--- config.mk ---
export PLATFORM = sky130hd
export DESIGN_NAME = mcpu_core
export DESIGN_NICKNAME = d
export VERILOG_FILES = /design/src/rtl/mcpu_pkg.sv /design/src/rtl/mcpu_ustore.sv /design/src/rtl/mcpu_seq.sv /design/src/rtl/mcpu_dp.sv /design/src/rtl/mcpu_core.sv
export SDC_FILE = /design/constraint.sdc
export NUM_CORES = 1
export LEC_CHECK = 0
export BUFFER_PORTS_ARGS = -buffer_cell sky130_fd_sc_hd__buf_2
export CAP_MARGIN = 20
export CORE_ASPECT_RATIO = 0.7
export CORE_MARGIN = 8
export CORE_UTILIZATION = 55
export CTS_BUF_LIST = sky130_fd_sc_hd__clkbuf_8
export CTS_CLUSTER_SIZE = 28
export DETAILED_ROUTE_END_ITERATION = 7
export PLACE_DENSITY = 0.75
export REMOVE_ABC_BUFFERS = 1
export SYNTH_ARGS = -nofsm -noshare
export SYNTH_HDL_FRONTEND = slang
export SYNTH_SLANG_ARGS = --single-unit
--- constraint.sdc ---
create_clock -name clk -period 5.5 [get_ports clk]
set_clock_uncertainty 0.05 [all_clocks]
set_input_delay 1.1 -clock clk [delete_from_list [all_inputs] [get_ports clk]]
set_output_delay 1.1 -clock clk [all_outputs]
set_load 0.01 [all_outputs]
--- src/rtl/mcpu_pkg.sv ---
`timescale 1ns/1ps
package mcpu_pkg;
  localparam int OP_W  = 4;
  localparam int UPC_W = 8;

  localparam logic [OP_W-1:0] OP_HALT  = 4'h0;
  localparam logic [OP_W-1:0] OP_ADD   = 4'h1;
  localparam logic [OP_W-1:0] OP_SUB   = 4'h2;
  localparam logic [OP_W-1:0] OP_STORE = 4'h3;
  localparam logic [OP_W-1:0] OP_LOAD  = 4'h5;
  localparam logic [OP_W-1:0] OP_BR    = 4'h6;
  localparam logic [OP_W-1:0] OP_BRZ   = 4'h7;
  localparam logic [OP_W-1:0] OP_BRP   = 4'h8;

  // A-bus source bits (one-hot)
  localparam int A_MDR = 0;
  localparam int A_ACC = 1;
  localparam int A_PC  = 2;
  localparam int A_IR  = 3;
  // C-bus destination bits
  localparam int C_MAR = 0;
  localparam int C_MDR = 1;
  localparam int C_ACC = 2;
  localparam int C_PC  = 3;
  localparam int C_IR  = 4;

  typedef enum logic [1:0] {
    J_SEQ = 2'b00, J_POS = 2'b01, J_ZERO = 2'b10, J_ALWAYS = 2'b11
  } jmpKind_t;

  // 17 data-path strobes
  typedef struct packed {
    logic       enaA;
    logic       invA;
    logic       enaB;
    logic       inc;
    logic       rd;
    logic       wr;
    logic       pd;
    logic [3:0] aSel;
    logic       bAcc;
    logic [4:0] cEn;
  } dpCtrl_t;

  // 28-bit control word
  typedef struct packed {
    dpCtrl_t          dp;
    logic             dispatch;
    jmpKind_t         jmp;
    logic [UPC_W-1:0] nextAddr;
  } uWord_t;
endpackage

--- src/rtl/mcpu_ustore.sv ---
`timescale 1ns/1ps
module mcpu_ustore
  import mcpu_pkg::*;
(
  input  logic [UPC_W-1:0] uAddr,
  output uWord_t           word
);
  // Every address not listed returns to fetch at 0x00.
  always_comb begin
    word = '0;
    word.jmp = J_ALWAYS;
    word.nextAddr = '0;
    case (uAddr)
      8'h00: begin
        word.jmp = J_SEQ;
        word.dp.aSel[A_PC] = 1'b1; word.dp.enaA = 1'b1;
        word.dp.cEn[C_MAR] = 1'b1; word.dp.rd = 1'b1;
      end
      8'h01: begin
        word.jmp = J_SEQ;
        word.dp.aSel[A_PC] = 1'b1; word.dp.enaA = 1'b1; word.dp.inc = 1'b1;
        word.dp.cEn[C_PC] = 1'b1;
      end
      8'h02: begin
        word.jmp = J_SEQ; word.dispatch = 1'b1;
        word.dp.aSel[A_MDR] = 1'b1; word.dp.enaA = 1'b1;
        word.dp.cEn[C_IR] = 1'b1;
      end
      {OP_ADD, 4'h0}, {OP_SUB, 4'h0}, {OP_LOAD, 4'h0}, {OP_STORE, 4'h0}: begin
        word.jmp = J_SEQ;
        word.dp.aSel[A_IR] = 1'b1; word.dp.enaA = 1'b1;
        word.dp.cEn[C_MAR] = 1'b1;
        word.dp.rd = (uAddr[7:4] != OP_STORE);
      end
      {OP_ADD, 4'h1}, {OP_SUB, 4'h1}, {OP_LOAD, 4'h1}: word.jmp = J_SEQ;
      {OP_ADD, 4'h2}: begin
        word.dp.aSel[A_MDR] = 1'b1; word.dp.enaA = 1'b1;
        word.dp.bAcc = 1'b1; word.dp.enaB = 1'b1;
        word.dp.cEn[C_ACC] = 1'b1;
      end
      {OP_SUB, 4'h2}: begin
        word.dp.aSel[A_MDR] = 1'b1; word.dp.enaA = 1'b1; word.dp.invA = 1'b1;
        word.dp.inc = 1'b1;
        word.dp.bAcc = 1'b1; word.dp.enaB = 1'b1;
        word.dp.cEn[C_ACC] = 1'b1;
      end
      {OP_LOAD, 4'h2}: begin
        word.dp.aSel[A_MDR] = 1'b1; word.dp.enaA = 1'b1;
        word.dp.cEn[C_ACC] = 1'b1;
      end
      {OP_STORE, 4'h1}: begin
        word.jmp = J_SEQ;
        word.dp.bAcc = 1'b1; word.dp.enaB = 1'b1;
        word.dp.cEn[C_MDR] = 1'b1; word.dp.wr = 1'b1;
      end
      {OP_BR, 4'h0}, {OP_BRZ, 4'h2}, {OP_BRP, 4'h2}: begin
        word.dp.aSel[A_IR] = 1'b1; word.dp.enaA = 1'b1;
        word.dp.cEn[C_PC] = 1'b1;
      end
      {OP_BRZ, 4'h0}: begin
        word.jmp = J_ZERO; word.nextAddr = {OP_BRZ, 4'h2};
      end
      {OP_BRP, 4'h0}: begin
        word.jmp = J_POS; word.nextAddr = {OP_BRP, 4'h2};
      end
      default: ;
    endcase
  end
endmodule

--- src/rtl/mcpu_seq.sv ---
`timescale 1ns/1ps
module mcpu_seq
  import mcpu_pkg::*;
(
  input  logic            clk,
  input  logic            rstN,
  input  logic [OP_W-1:0] opNext,
  input  logic            flagP,
  input  logic            flagZ,
  output dpCtrl_t         ctrl,
  output logic            halted,
  output logic            retired
);
  logic [UPC_W-1:0] upc, nextUpc, upcInc;
  uWord_t           word;
  logic             haltNow;

  mcpu_ustore u_store (.uAddr(upc), .word(word));

  assign upcInc = upc + 1'b1;

  always_comb begin
    case (word.jmp)
      J_POS:    nextUpc = flagP ? word.nextAddr : upcInc;
      J_ZERO:   nextUpc = flagZ ? word.nextAddr : upcInc;
      J_ALWAYS: nextUpc = word.nextAddr;
      default:  nextUpc = upcInc;
    endcase
    if (word.dispatch) nextUpc = {opNext, {(UPC_W-OP_W){1'b0}}};
  end

  assign haltNow = word.dispatch && (opNext == OP_HALT) && !halted;
  assign ctrl    = halted ? '0 : word.dp;
  assign retired = !halted && !haltNow && (nextUpc == '0);

  always_ff @(posedge clk or negedge rstN) begin
    if (!rstN) begin
      upc    <= '0;
      halted <= 1'b0;
    end else if (!halted) begin
      upc <= nextUpc;
      if (haltNow) halted <= 1'b1;
    end
  end
endmodule

--- src/rtl/mcpu_dp.sv ---
`timescale 1ns/1ps
module mcpu_dp
  import mcpu_pkg::*;
#(
  parameter int WordW = 12,
  parameter int AddrW = 8
) (
  input  logic             clk,
  input  logic             rstN,
  input  dpCtrl_t          ctrl,
  input  logic [WordW-1:0] memRdData,
  output logic [AddrW-1:0] memAddr,
  output logic [WordW-1:0] memWrData,
  output logic [OP_W-1:0]  opNext,
  output logic             flagP,
  output logic             flagZ
);
  localparam int PadW = WordW - AddrW;

  logic [AddrW-1:0] mar, pc;
  logic [WordW-1:0] mdr, acc, ir;
  logic [WordW-1:0] aBus, aluA, aluB, cBus;
  logic             rdPend;

  // One-hot OR mux onto the A-bus; IR and PC are zero-filled.
  always_comb begin
    aBus = '0;
    if (ctrl.aSel[A_MDR]) aBus = aBus | mdr;
    if (ctrl.aSel[A_ACC]) aBus = aBus | acc;
    if (ctrl.aSel[A_PC])  aBus = aBus | {{PadW{1'b0}}, pc};
    if (ctrl.aSel[A_IR])  aBus = aBus | {{PadW{1'b0}}, ir[AddrW-1:0]};
  end

  assign aluA = (ctrl.enaA ? aBus : '0) ^ {WordW{ctrl.invA}};
  assign aluB = (ctrl.enaB && ctrl.bAcc) ? acc : '0;
  assign cBus = aluA + aluB + {{(WordW-1){1'b0}}, ctrl.inc};

  // Dispatch sees the opcode being loaded into IR this cycle.
  assign opNext    = ctrl.cEn[C_IR] ? cBus[WordW-1 -: OP_W] : ir[WordW-1 -: OP_W];
  assign memAddr   = mar;
  assign memWrData = mdr;

  always_ff @(posedge clk or negedge rstN) begin
    if (!rstN) begin
      mar <= '0; pc <= '0; mdr <= '0; acc <= '0; ir <= '0;
      rdPend <= 1'b0; flagP <= 1'b1; flagZ <= 1'b1;
    end else begin
      rdPend <= ctrl.rd;
      if (rdPend)              mdr <= memRdData;
      else if (ctrl.cEn[C_MDR]) mdr <= cBus;
      if (ctrl.cEn[C_MAR]) mar <= cBus[AddrW-1:0];
      if (ctrl.cEn[C_PC])  pc  <= cBus[AddrW-1:0];
      if (ctrl.cEn[C_IR])  ir  <= cBus;
      if (ctrl.cEn[C_ACC]) begin
        acc   <= cBus;
        flagP <= !cBus[WordW-1];
        flagZ <= (cBus == '0);
      end
    end
  end
endmodule

--- src/rtl/mcpu_core.sv ---
`timescale 1ns/1ps
module mcpu_core
  import mcpu_pkg::*;
#(
  parameter int WordW = 12,
  parameter int AddrW = 8
) (
  input  logic             clk,
  input  logic             rstN,
  input  logic [WordW-1:0] memRdData,
  output logic [AddrW-1:0] memAddr,
  output logic [WordW-1:0] memWrData,
  output logic             memRd,
  output logic             memWr,
  output logic             memPd,
  output logic             halted,
  output logic             retired
);
  dpCtrl_t         ctrlBus;
  logic [OP_W-1:0] opNext;
  logic            flagP, flagZ;

  mcpu_seq u_seq (
    .clk(clk), .rstN(rstN), .opNext(opNext), .flagP(flagP), .flagZ(flagZ),
    .ctrl(ctrlBus), .halted(halted), .retired(retired)
  );

  mcpu_dp #(.WordW(WordW), .AddrW(AddrW)) u_dp (
    .clk(clk), .rstN(rstN), .ctrl(ctrlBus), .memRdData(memRdData),
    .memAddr(memAddr), .memWrData(memWrData), .opNext(opNext),
    .flagP(flagP), .flagZ(flagZ)
  );

  assign memRd = ctrlBus.rd;
  assign memWr = ctrlBus.wr;
  assign memPd = ctrlBus.pd;
endmodule

### Word-level counts from Yosys, hierarchy flattened

Index checks and enable logic that the tools add are counted.

* add/subtract/negate cells: 3
* equal/unequal tests: 22
* multiplexer cells: 31
* bitwise operators: 4
* reductions and logical operators: 24

Operators by type and width (count)
* 12-bit two-way mux: 8
* 8-bit by 7-bit == test with 1-bit output, second input constant: 6
* 8-bit by 6-bit == test with 1-bit output, second input constant: 5
* 8-bit by 5-bit == test with 1-bit output, second input constant: 3
* 8-bit two-way mux: 3
* 12-bit by 8-bit bitwise OR with 12-bit output: 2
* 8-bit case mux with 3 select lines: 1
* 17-bit two-way mux: 1
* 8-bit == test, second input constant: 2
* 8-bit logical NOT: 2
* 8-bit case mux with 2 select lines: 1
* 1-bit two-way mux: 14
* 13-bit OR reduction: 1
* 12-bit by 1-bit adder with 12-bit output: 1
* 12-bit adder: 1
* 12-bit logical NOT: 1
* 12-bit bitwise OR: 1
* 4-bit OR reduction: 3
* 12-bit XOR: 1
* 11-bit OR reduction: 1
* 8-bit by 1-bit adder with 8-bit output, second input constant: 1
* 8-bit by 1-bit == test with 1-bit output, second input constant: 1
* 8-bit by 2-bit == test with 1-bit output, second input constant: 1
* 7-bit OR reduction: 1
* other kinds (13): 22

* bits in registers: 64
* bits of input ports: 14
* output and inout bits: 25
* logic and storage cells: 94

### Longest topological paths before layout

Gate-level depths: netlist (run 1).

* depth in word-level cells: 22
* gate-level depth with buffers: 20
* gate-level depth less buffers: 19

### Hierarchy

From an unflattened synthesis (run 1), not the netlist that was laid out.

* cell total of the unflattened synthesis: 466
* area, all modules: 4466.8 um^2

By module, submodules not included
* mcpu_dp: times used 1, cells an instance 287, area each 3144.3 um^2, seq. area each 1378.8 um^2
* mcpu_seq: times used 1, cells an instance 101, area each 839.6 um^2, seq. area each 225.2 um^2
* mcpu_ustore: times used 1, cells an instance 78, area each 483.0 um^2, seq. area each 0.0 um^2

### Worst setup path after synthesis (run 1)

OpenSTA, ideal clock, no wires.

* path type: flip-flop to output port
* from: register u_seq.upc[0]
* to: output retired
* arrival: 4.860 ns
* required time: 4.350 ns
* path slack: -0.510 ns
* cell stages (with the launch flop): 21
* path buffers: 1
* cells stage by stage: dfrtp_1 -> inv_1 -> ha_1 -> or4b_1 -> buf_2 -> nor4b_1 -> a21oi_1 -> o22ai_1 -> a222oi_1 -> xor2_1 -> fa_1 -> inv_1 -> fa_1 -> a211oi_1 -> o211ai_1 -> a31o_1 -> a21oi_1 -> xor2_1 -> a32oi_1 -> or3b_1 -> nor3b_1

* longest elaborated chain between the ends: 22
* elaborated cells between the ends (all ways): 66
* those cells by class: 3 x add/sub; 21 x eq/ne; 22 x mux; 4 x bitwise; 16 x reduce/logical

RTL lines
* start: declaration: RTL line mcpu_seq.sv:14 `logic [UPC_W-1:0] upc, nextUpc, upcInc;`
* start signal: assignment: RTL line mcpu_seq.sv:41 `upc <= nextUpc;`
* 8-bit by 2-bit == test with 1-bit output (tied with other cells): RTL line mcpu_ustore.sv:13 `case (uAddr)`
* 4-bit OR reduction (no line)
* 1-bit two-way mux: RTL line mcpu_ustore.sv:13
* 17-bit two-way mux: RTL line mcpu_seq.sv:33 `assign ctrl = halted ? '0 : word.dp;`
* 12-bit two-way mux: RTL line mcpu_dp.sv:28 `if (ctrl.aSel[A_MDR]) aBus = aBus | mdr;`
* 12-bit bitwise OR: RTL line mcpu_dp.sv:29 `if (ctrl.aSel[A_ACC]) aBus = aBus | acc;`
* 12-bit two-way mux: RTL line mcpu_dp.sv:29
* 12-bit by 8-bit bitwise OR with 12-bit output: RTL line mcpu_dp.sv:30 `if (ctrl.aSel[A_PC]) aBus = aBus | {{PadW{1'b0}}, pc};`
* (+5 left out)
* 12-bit adder: RTL line mcpu_dp.sv:36 `assign cBus = aluA + aluB + {{(WordW-1){1'b0}}, ctrl.inc};`
* 12-bit by 1-bit adder with 12-bit output: RTL line mcpu_dp.sv:36
* 4-bit two-way mux: RTL line mcpu_dp.sv:39 `assign opNext = ctrl.cEn[C_IR] ? cBus[WordW-1 -: OP_W] : ir[WordW-1 -: OP_W];`
* 4-bit logical NOT: RTL line mcpu_seq.sv:32 `assign haltNow = word.dispatch && (opNext == OP_HALT) && !halted;`
* 1-bit logical AND (2 in series): RTL line mcpu_seq.sv:32
* 1-bit logical NOT: RTL line mcpu_seq.sv:34 `assign retired = !halted && !haltNow && (nextUpc == '0);`
* 1-bit logical AND: RTL line mcpu_seq.sv:34
* 1-bit logical AND *: RTL line mcpu_seq.sv:34
* end: declaration: RTL line mcpu_core.sv:17 `output logic retired`

Every way passes the cells marked *; elsewhere a longest branch is shown, timed or not.

### Final worst setup path (run 1)

Ends and elaborated chain as after synthesis.

==> out/qor.txt, run 1 <==
Clock sink total: 64
Power per cell area: 476.1 nW/µm²
Async SR Flop Fraction: 100.0%
Vias in the first global route: 3675
Mean Syn Cell Area: 9.301 µm²
Power Total: 2.347 mW
Sw power: 0.9660 mW
Starting DRT DRC Count: 337
Initial antenna violation count: 0
# diodes: 0
Crit-path max FO: 7
Placeable Area: 6756 µm²
Rel. slew slack: 43.65%
Crit path kind: flop to primary output
Leakage: 2.327 nW
Switching Fraction: 41.16%
Final setup fails: 1
Final layout net count: 541
Worst IR Drop VDD: 0.3472 mV
Routed wl met3: 1055 µm
Comb pwr share: 47.6%
Hold Path Class: flop to flop
RSZ-0062 raised after global routing: true
Mapped cell area: 3841 µm²
Final Cell Area: 4930 µm²
Worst skew pair latency: 0.35 ns
CP endpoint kind: primary output
Drt via density: 6.016
Status: complete, but fails checks
Dpl ws: -0.4710 ns
Fin crit period: 6.078 ns
Critical path launch point type: flop
Total routed wirelength: 11640 µm
Number of cell rows: 25
Synth area leader: dfrtp_1
Cells on worst reg2reg path: 22
Top Layer Used: met4
WL met1: 5407 µm
Failing checks: negative setup slack
Final hold vios: 0
ANT nets after route: 0
Tcrit/Tclk final: 110.5%
Pins Over Slew Limit: 0
Crit path required time: 4.35 ns
Root buffer cell: clkbuf_8
CTS tree: done
Setup ws final: -0.5783 ns
Routed length on met2: 4976 µm
Aggregate global routing overflow: 0
H-tree levels: 3
First-pass GRT wire length: 18930 µm
Chip Width: 115.9 µm
Mapped Cells: 413
Reg power frac: 35.1%
Die Footprint: 9957 µm²
Max-cap viol count: 0
Ports: 39
Area Growth Syn to Fin: 28.34%
EDFF count, synth: 0
Synth area leaders: dfrtp_1, nand2_1, ha_1
GP Congestion: 0.9399
Part of the Yosys area used for sequential elements: 41.76%
Routed vias: 3670
Slew @ Worst Pin: 0.8335 ns
Hpwl dp: 8420 µm
Worst-path clk slew: 0.08 ns
Top-area cell type share of the netlist area: 40.39%
Hold path depth: 1
Global router's overall resource usage: 24.35%
Starting Density: 56.85%
#FFs+latches synth: 64
Internal power: 1.381 mW
Port buffer count: 37
Post-place instance area: 4558 µm²
Per-cell routed wire length: 19.09 µm
CTS Buf Count: 9
Clock Power Share: 17.3%
Die Y: 85.92 µm
Layout cells sized above 1: 31.78%
Fmax: 0.1645 GHz
Largest net degree at the start of global routing: 65
CP Data Arrival Time: 4.93 ns
Most used DFF post-synth: dfrtp_1
Yosys warning count: 0
Pre-antenna DRT Iters: 5
Max Root-Sink Buffers: 2
Number of remaining DRC errors: 0
Synth cell types: 58
[stage by stage]
stage / cells / setup TNS (ns) / hold WS [ns] / utilization (%)
floorplan: 389 / -0.6204 / 0.3966 / -
global placement: 588 / -0.2651 / 0.4111 / 67.46
detailed placement: 588 / -0.4710 / 0.4206 / 67.46
CTS: 606 / -0.6020 / 0.4370 / 71.61
global route: 610 / -0.7482 / 0.4589 / 72.96
finish: 610 / -0.5783 / 0.4365 / 72.96
[layer usage]
| layer | GRT usage [%] | up-vias |
|---|---|---|
| met4 | 7.737 | 0 |
| met5 | 0 | - |
| met1 | 34.88 | 1793 |
| met2 | 35.22 | 182 |
| met3 | 5.470 | 27 |
| li1 | - | 1668 |
[layout make-up]
| cell class | count | area (µm²) |
|---|---|---|
| fill | 528 | 1827 |
| clock inverter | 7 | 72.57 |
| clock buffer | 9 | 123.9 |
| timing repair buffer | 111 | 748.2 |
| tap | 94 | 117.6 |
| multi-input combinational | 312 | 2215 |
| inverter | 13 | 48.80 |
| sequential | 64 | 1604 |
[cells in the final DEF, fill, tap and decap left out, types with 5 or more instances in the layout]
master / synthesis / routed
nor2_1: 26 / 25
nor2b_1: 5 / 5
o21ai_1: 31 / 30
and2_1: 11 / 11
o21ai_0: 6 / 6
a222oi_1: 8 / 8
xnor2_1: 17 / 17
nand3_1: 7 / 7
buf_4: 1 / 73
xor2_1: 5 / 5
dfrtp_1: 62 / 62
buf_2: 2 / 37
clkbuf_8: 0 / 9
inv_1: 11 / 10
ha_1: 14 / 12
nand2b_1: 7 / 7
a21oi_1: 30 / 27
nor3_1: 7 / 6
mux2_1: 10 / 10
mux2i_1: 9 / 9
nand2_1: 50 / 49
mux2_2: 9 / 9
[state kept, by name, summed over array words and instances (netlist names)]
| signal | flops |
|---|---|
| u_dp.flagZ | 1 |
| u_dp.acc | 12 |
| u_dp.pc | 8 |
| u_dp.flagP | 1 |
| u_dp.ir | 12 |
| u_seq.upc | 8 |
| u_dp.rdPend | 1 |
| u_dp.memWrData | 12 |
| u_dp.memAddr | 8 |
| u_seq.halted | 1 |
[Yosys cell counts (2+ instances only)]
cell type  count
dfrtp_1       62
nand2_1       50
o21ai_1       31
a21oi_1       30
nor2_1        26
clkbuf_1      20
xnor2_1       17
ha_1          14
and2_1        11
inv_1         11
mux2_1        10
mux2_2         9
mux2i_1        9
a222oi_1       8
nand2b_1       7
nand3_1        7
nor3_1         7
o21ai_0        6
nor2b_1        5
xor2_1         5
nor4_1         4
o22a_1         4
a21boi_1       3
and3_1         3
nand4_1        3
nor4b_1        3
o21a_1         3
a2111oi_0      2
a211oi_1       2
a21o_1         2
a31oi_1        2
buf_2          2
dfstp_2        2
fa_1           2
inv_2          2
nor3b_1        2
o211ai_1       2
o22ai_1        2
o31a_1         2
or3_1          2
or3b_1         2
[critical path: stages, from the launching register on]
cell and delay, ns:
dfrtp_1 0.40, inv_2 0.09, ha_4 0.13, or4b_4 0.50, buf_8 0.17, nor2_1 0.13, nand2_1 0.11, nand2_2 0.11
a222oi_1 0.12, xor2_1 0.25, fa_2 0.26, inv_2 0.04, fa_2 0.36, a211oi_2 0.23, o211ai_1 0.14, a31o_1 0.24
a21oi_2 0.15, xor2_1 0.19, buf_4 0.15, a32oi_2 0.10, or3b_4 0.40, nor3b_2 0.16, buf_2 0.14
[final timing paths]
check / from / endpoint / slack, ns
worst max-delay path: u_seq.upc[0] / retired / -0.58
worst min-delay path: u_dp.memAddr[4] / u_dp.memAddr[4] / 0.44
worst max register to register: u_seq.upc[0] / u_dp.flagZ / 0.90
worst min register to register: u_dp.memAddr[4] / u_dp.memAddr[4] / 0.44
max in group asynchronous: rstN / u_seq.halted / 3.98
min in group asynchronous: rstN / u_dp.acc[5] / 0.88
[power by group through the flow]
stage	registers [mW]	logic (mW)	clock network, mW
finish	0.824	1.12	0.407
global placement	0.809	1.01	0
floorplan	0.841	0.545	0
CTS	0.819	1.07	0.414
global route	0.847	1.21	0.433
detailed placement	0.822	1.04	0
[kinds of logic (layout without fill, tap and decap cells)]
kind of cell	count (synthesis)	in the layout	synth area share, %
adders and majority gates	16	16	5.603
and+or+nand+nor	139	139	18.63
AOI/OAI and AO/OA	106	106	17.20
buffers and inverters	37	140	3.779
other	1	1	0.09763
DFF	64	64	41.76
xor gates and xnor gates	22	22	5.016
muxes	28	28	7.916
[what timing repair did]
action / 4_1_cts / 5_1_grt
pin swaps: 13 / 17
setup endpoints to repair: 1 / 1
hold buffers: 0 / 0
buffers inserted: 2 / 4
endpoints found under the hold margin: 0 / 0
resized for setup: 16 / 15
Power figures use the tool's default switching activity.
==> run 2: changes to the inputs <==
--- a/config.mk
+++ b/config.mk
@@ -13,7 +13,7 @@
 export CTS_BUF_LIST = sky130_fd_sc_hd__clkbuf_8
 export CTS_CLUSTER_SIZE = 28
 export DETAILED_ROUTE_END_ITERATION = 7
-export PLACE_DENSITY = 0.75
+export PLACE_DENSITY = 0.84
 export REMOVE_ABC_BUFFERS = 1
 export SYNTH_ARGS = -nofsm -noshare
 export SYNTH_HDL_FRONTEND = slang
==> out/qor.txt, run 2 (synthesis results as in run 1) <==
Number of cell rows: 25 (unchanged)
GP Congestion: 0.9629 (+2.4%)
Rel. slew slack: 47.10% (+3.4 points)
# diodes: 0 (unchanged)
Chip Width: 115.9 µm (unchanged)
Starting DRT DRC Count: 607 (+80%)
Ports: 39 (unchanged)
Max-cap viol count: 0 (unchanged)
Vias in the first global route: 3641 (-0.93%)
R2r startpoint: u_seq.upc[0]
Crit-path slowest cell: nor4_1
# fillers: 467 (-12%)
Crit-path max FO: 7 (unchanged)
Die Y: 85.92 µm (unchanged)
Global router's overall resource usage: 24.24% (-0.11 points)
Pre-antenna DRT Iters: 5 (unchanged)
Setup ws final: -0.9244 ns (-0.3462 ns)
Cells on worst reg2reg path: 22 (unchanged)
Crit path required time: 4.35 ns (about the same)
Fin crit period: 6.424 ns (+0.3462 ns)
CTS tree: done
Failing checks: negative setup slack
Leakage: 2.322 nW (-0.21%)
Placed cell count: 580 (-1.4%)
Layout cells sized above 1: 31.46% (-0.33 points)
Largest net degree at the start of global routing: 65 (unchanged)
Total routed wirelength: 12390 µm (+6.4%)
Worst path top cell family by delay: simple AND/OR/NAND/NOR gates
Power Total: 2.404 mW (+2.4%)
Area Growth Syn to Fin: 28.37% (about the same)
Per-cell routed wire length: 20.34 µm (+6.5%)
Hold Path Class: flop to flop
Final layout net count: 540 (-0.18%)
ANT nets after route: 0 (unchanged)
Worst Setup SP: u_seq.upc[0]
Port buffer count: 37 (unchanged)
CP endpoint kind: primary output
Drt via density: 6.259 (+4.0%)
Worst-path clk slew: 0.07 ns (about the same)
Commonest non-fill, non-tap cell in the layout: buf_4
Root buffer cell: clkbuf_8
Placeable Area: 6756 µm² (unchanged)
Pins Over Slew Limit: 0 (unchanged)
Flop2flop setup slack: -0.05 ns (-0.95 ns)
Crit path cell chain: inv_2 > ha_4 > or4b_4 > buf_6 > nor4_1 > or3_1 > nand2_1 > fa_2 > inv_2 > fa_2 > a211oi_4 > o211ai_1 > buf_4 > buf_4 > nand2_1 > xor2_1 > buf_4 > a32oi_1 > or3b_4 > nor3b_4 > buf_2
Crit path kind: flop to primary output
Reg-to-Reg End: u_dp.flagZ
Routed vias: 3812 (+3.9%)
Aggregate global routing overflow: 0 (unchanged)
Status: complete, but fails checks
Worst Path Buf+Inv: 7 (+2)
Crit-path most repeated cell: buf_4
Clock sink total: 64 (unchanged)
Fmax: 0.1557 GHz (-5.4%)
Max Root-Sink Buffers: 2 (unchanged)
Power per cell area: 487.5 nW/µm² (+2.4%)
Slew @ Worst Pin: 0.7935 ns (-0.03997 ns)
Critical path launch point type: flop
Critical Path Max Stage Delay: 0.56 ns (+0.06 ns)
Critical Path End: retired
Most frequent cells in the layout: buf_4, dfrtp_1, nand2_1
CTS Buf Count: 9 (unchanged)
Stages on the worst setup path: 21 (-4.5%)
Final non-filler cell total: 609 (-0.16%)
H-tree levels: 3 (unchanged)
First-pass GRT wire length: 18660 µm (-1.4%)
Initial antenna violation count: 0 (unchanged)
Number of remaining DRC errors: 0 (unchanged)
Starting Density: 56.85% (unchanged)
Final setup fails: 2 (+1)
Tcrit/Tclk final: 116.8% (+6.3 points)
Hpwl dp: 7801 µm (-7.3%)
Final hold vios: 0 (unchanged)
CP Data Arrival Time: 5.27 ns (+0.34 ns)
RSZ-0062 raised after global routing: true
Die Footprint: 9957 µm² (unchanged)
Worst IR Drop VDD: 0.2530 mV (-27%)
Worst skew pair latency: 0.37 ns (+0.02 ns)
[run 2: cell type report]
cell class,instances,area (µm²),share of cell area (%)
Clock buffer,9,123.9,2.512
Clock inverter,7,96.34,1.954
Multi-Input combinational cell,312,2196,44.53
Tap cell,94,117.6,2.385
Inverter,13,48.80,0.9896
Timing Repair Buffer,110,744.5,15.10
Sequential cell,64,1604,32.53
[run 2: timing repair]
action | CTS | global route
pin swaps | 12 | 17
gates cloned | 0 | 0
endpoints found under the setup margin | 1 | 1
setup buffers | 9 | 4
gates resized for setup | 14 | 13
hold buffers | 0 | 0
[run 2: worst min-delay path by stage]
stage | depth (start not counted) | from | to | slack, ns
after floorplan | 2 | u_dp.ir[1] | u_dp.ir[1] | 0.40
after global placement | 1 | u_dp.memAddr[6] | u_dp.memAddr[6] | 0.41
after detailed placement | 1 | u_dp.memAddr[6] | u_dp.memAddr[6] | 0.42
after CTS | 1 | u_dp.memAddr[6] | u_dp.memAddr[6] | 0.44
after global routing | 1 | u_dp.ir[6] | u_dp.ir[6] | 0.45
final | 1 | u_dp.memAddr[6] | u_dp.memAddr[6] | 0.43
[run 2: metal layers]
metal	share of wire (%)	vias up	global-route usage (%)
met1	40	1797	31.55
met3	12	58	7.714
met5	0	-	0
met4	3.6	0	11.25
li1	-	1665	-
met2	44	292	35.74
[run 2: power by group]
| part | internal, mW | switching [mW] | total [mW] |
|---|---|---|---|
| Combinational | 0.495 | 0.629 | 1.12 |
| Clock | 0.255 | 0.201 | 0.456 |
| Sequential | 0.664 | 0.161 | 0.824 |
[run 2: stage by stage]
stage               setup TNS (ns)  area, µm²  hold slack [ns]  setup WS, ns  utilization (%)
floorplan                  -0.6204       3745           0.3966       -0.6204                -
finish                     -0.9697       4931           0.4295       -0.9244            72.98
global route                -1.045       4931           0.4548       -0.9758            72.98
global placement           -0.2011       4498           0.4118       -0.2011            66.57
detailed placement         -0.3723       4498           0.4191       -0.3723            66.57
CTS                        -0.4871       4852           0.4357       -0.4871            71.81
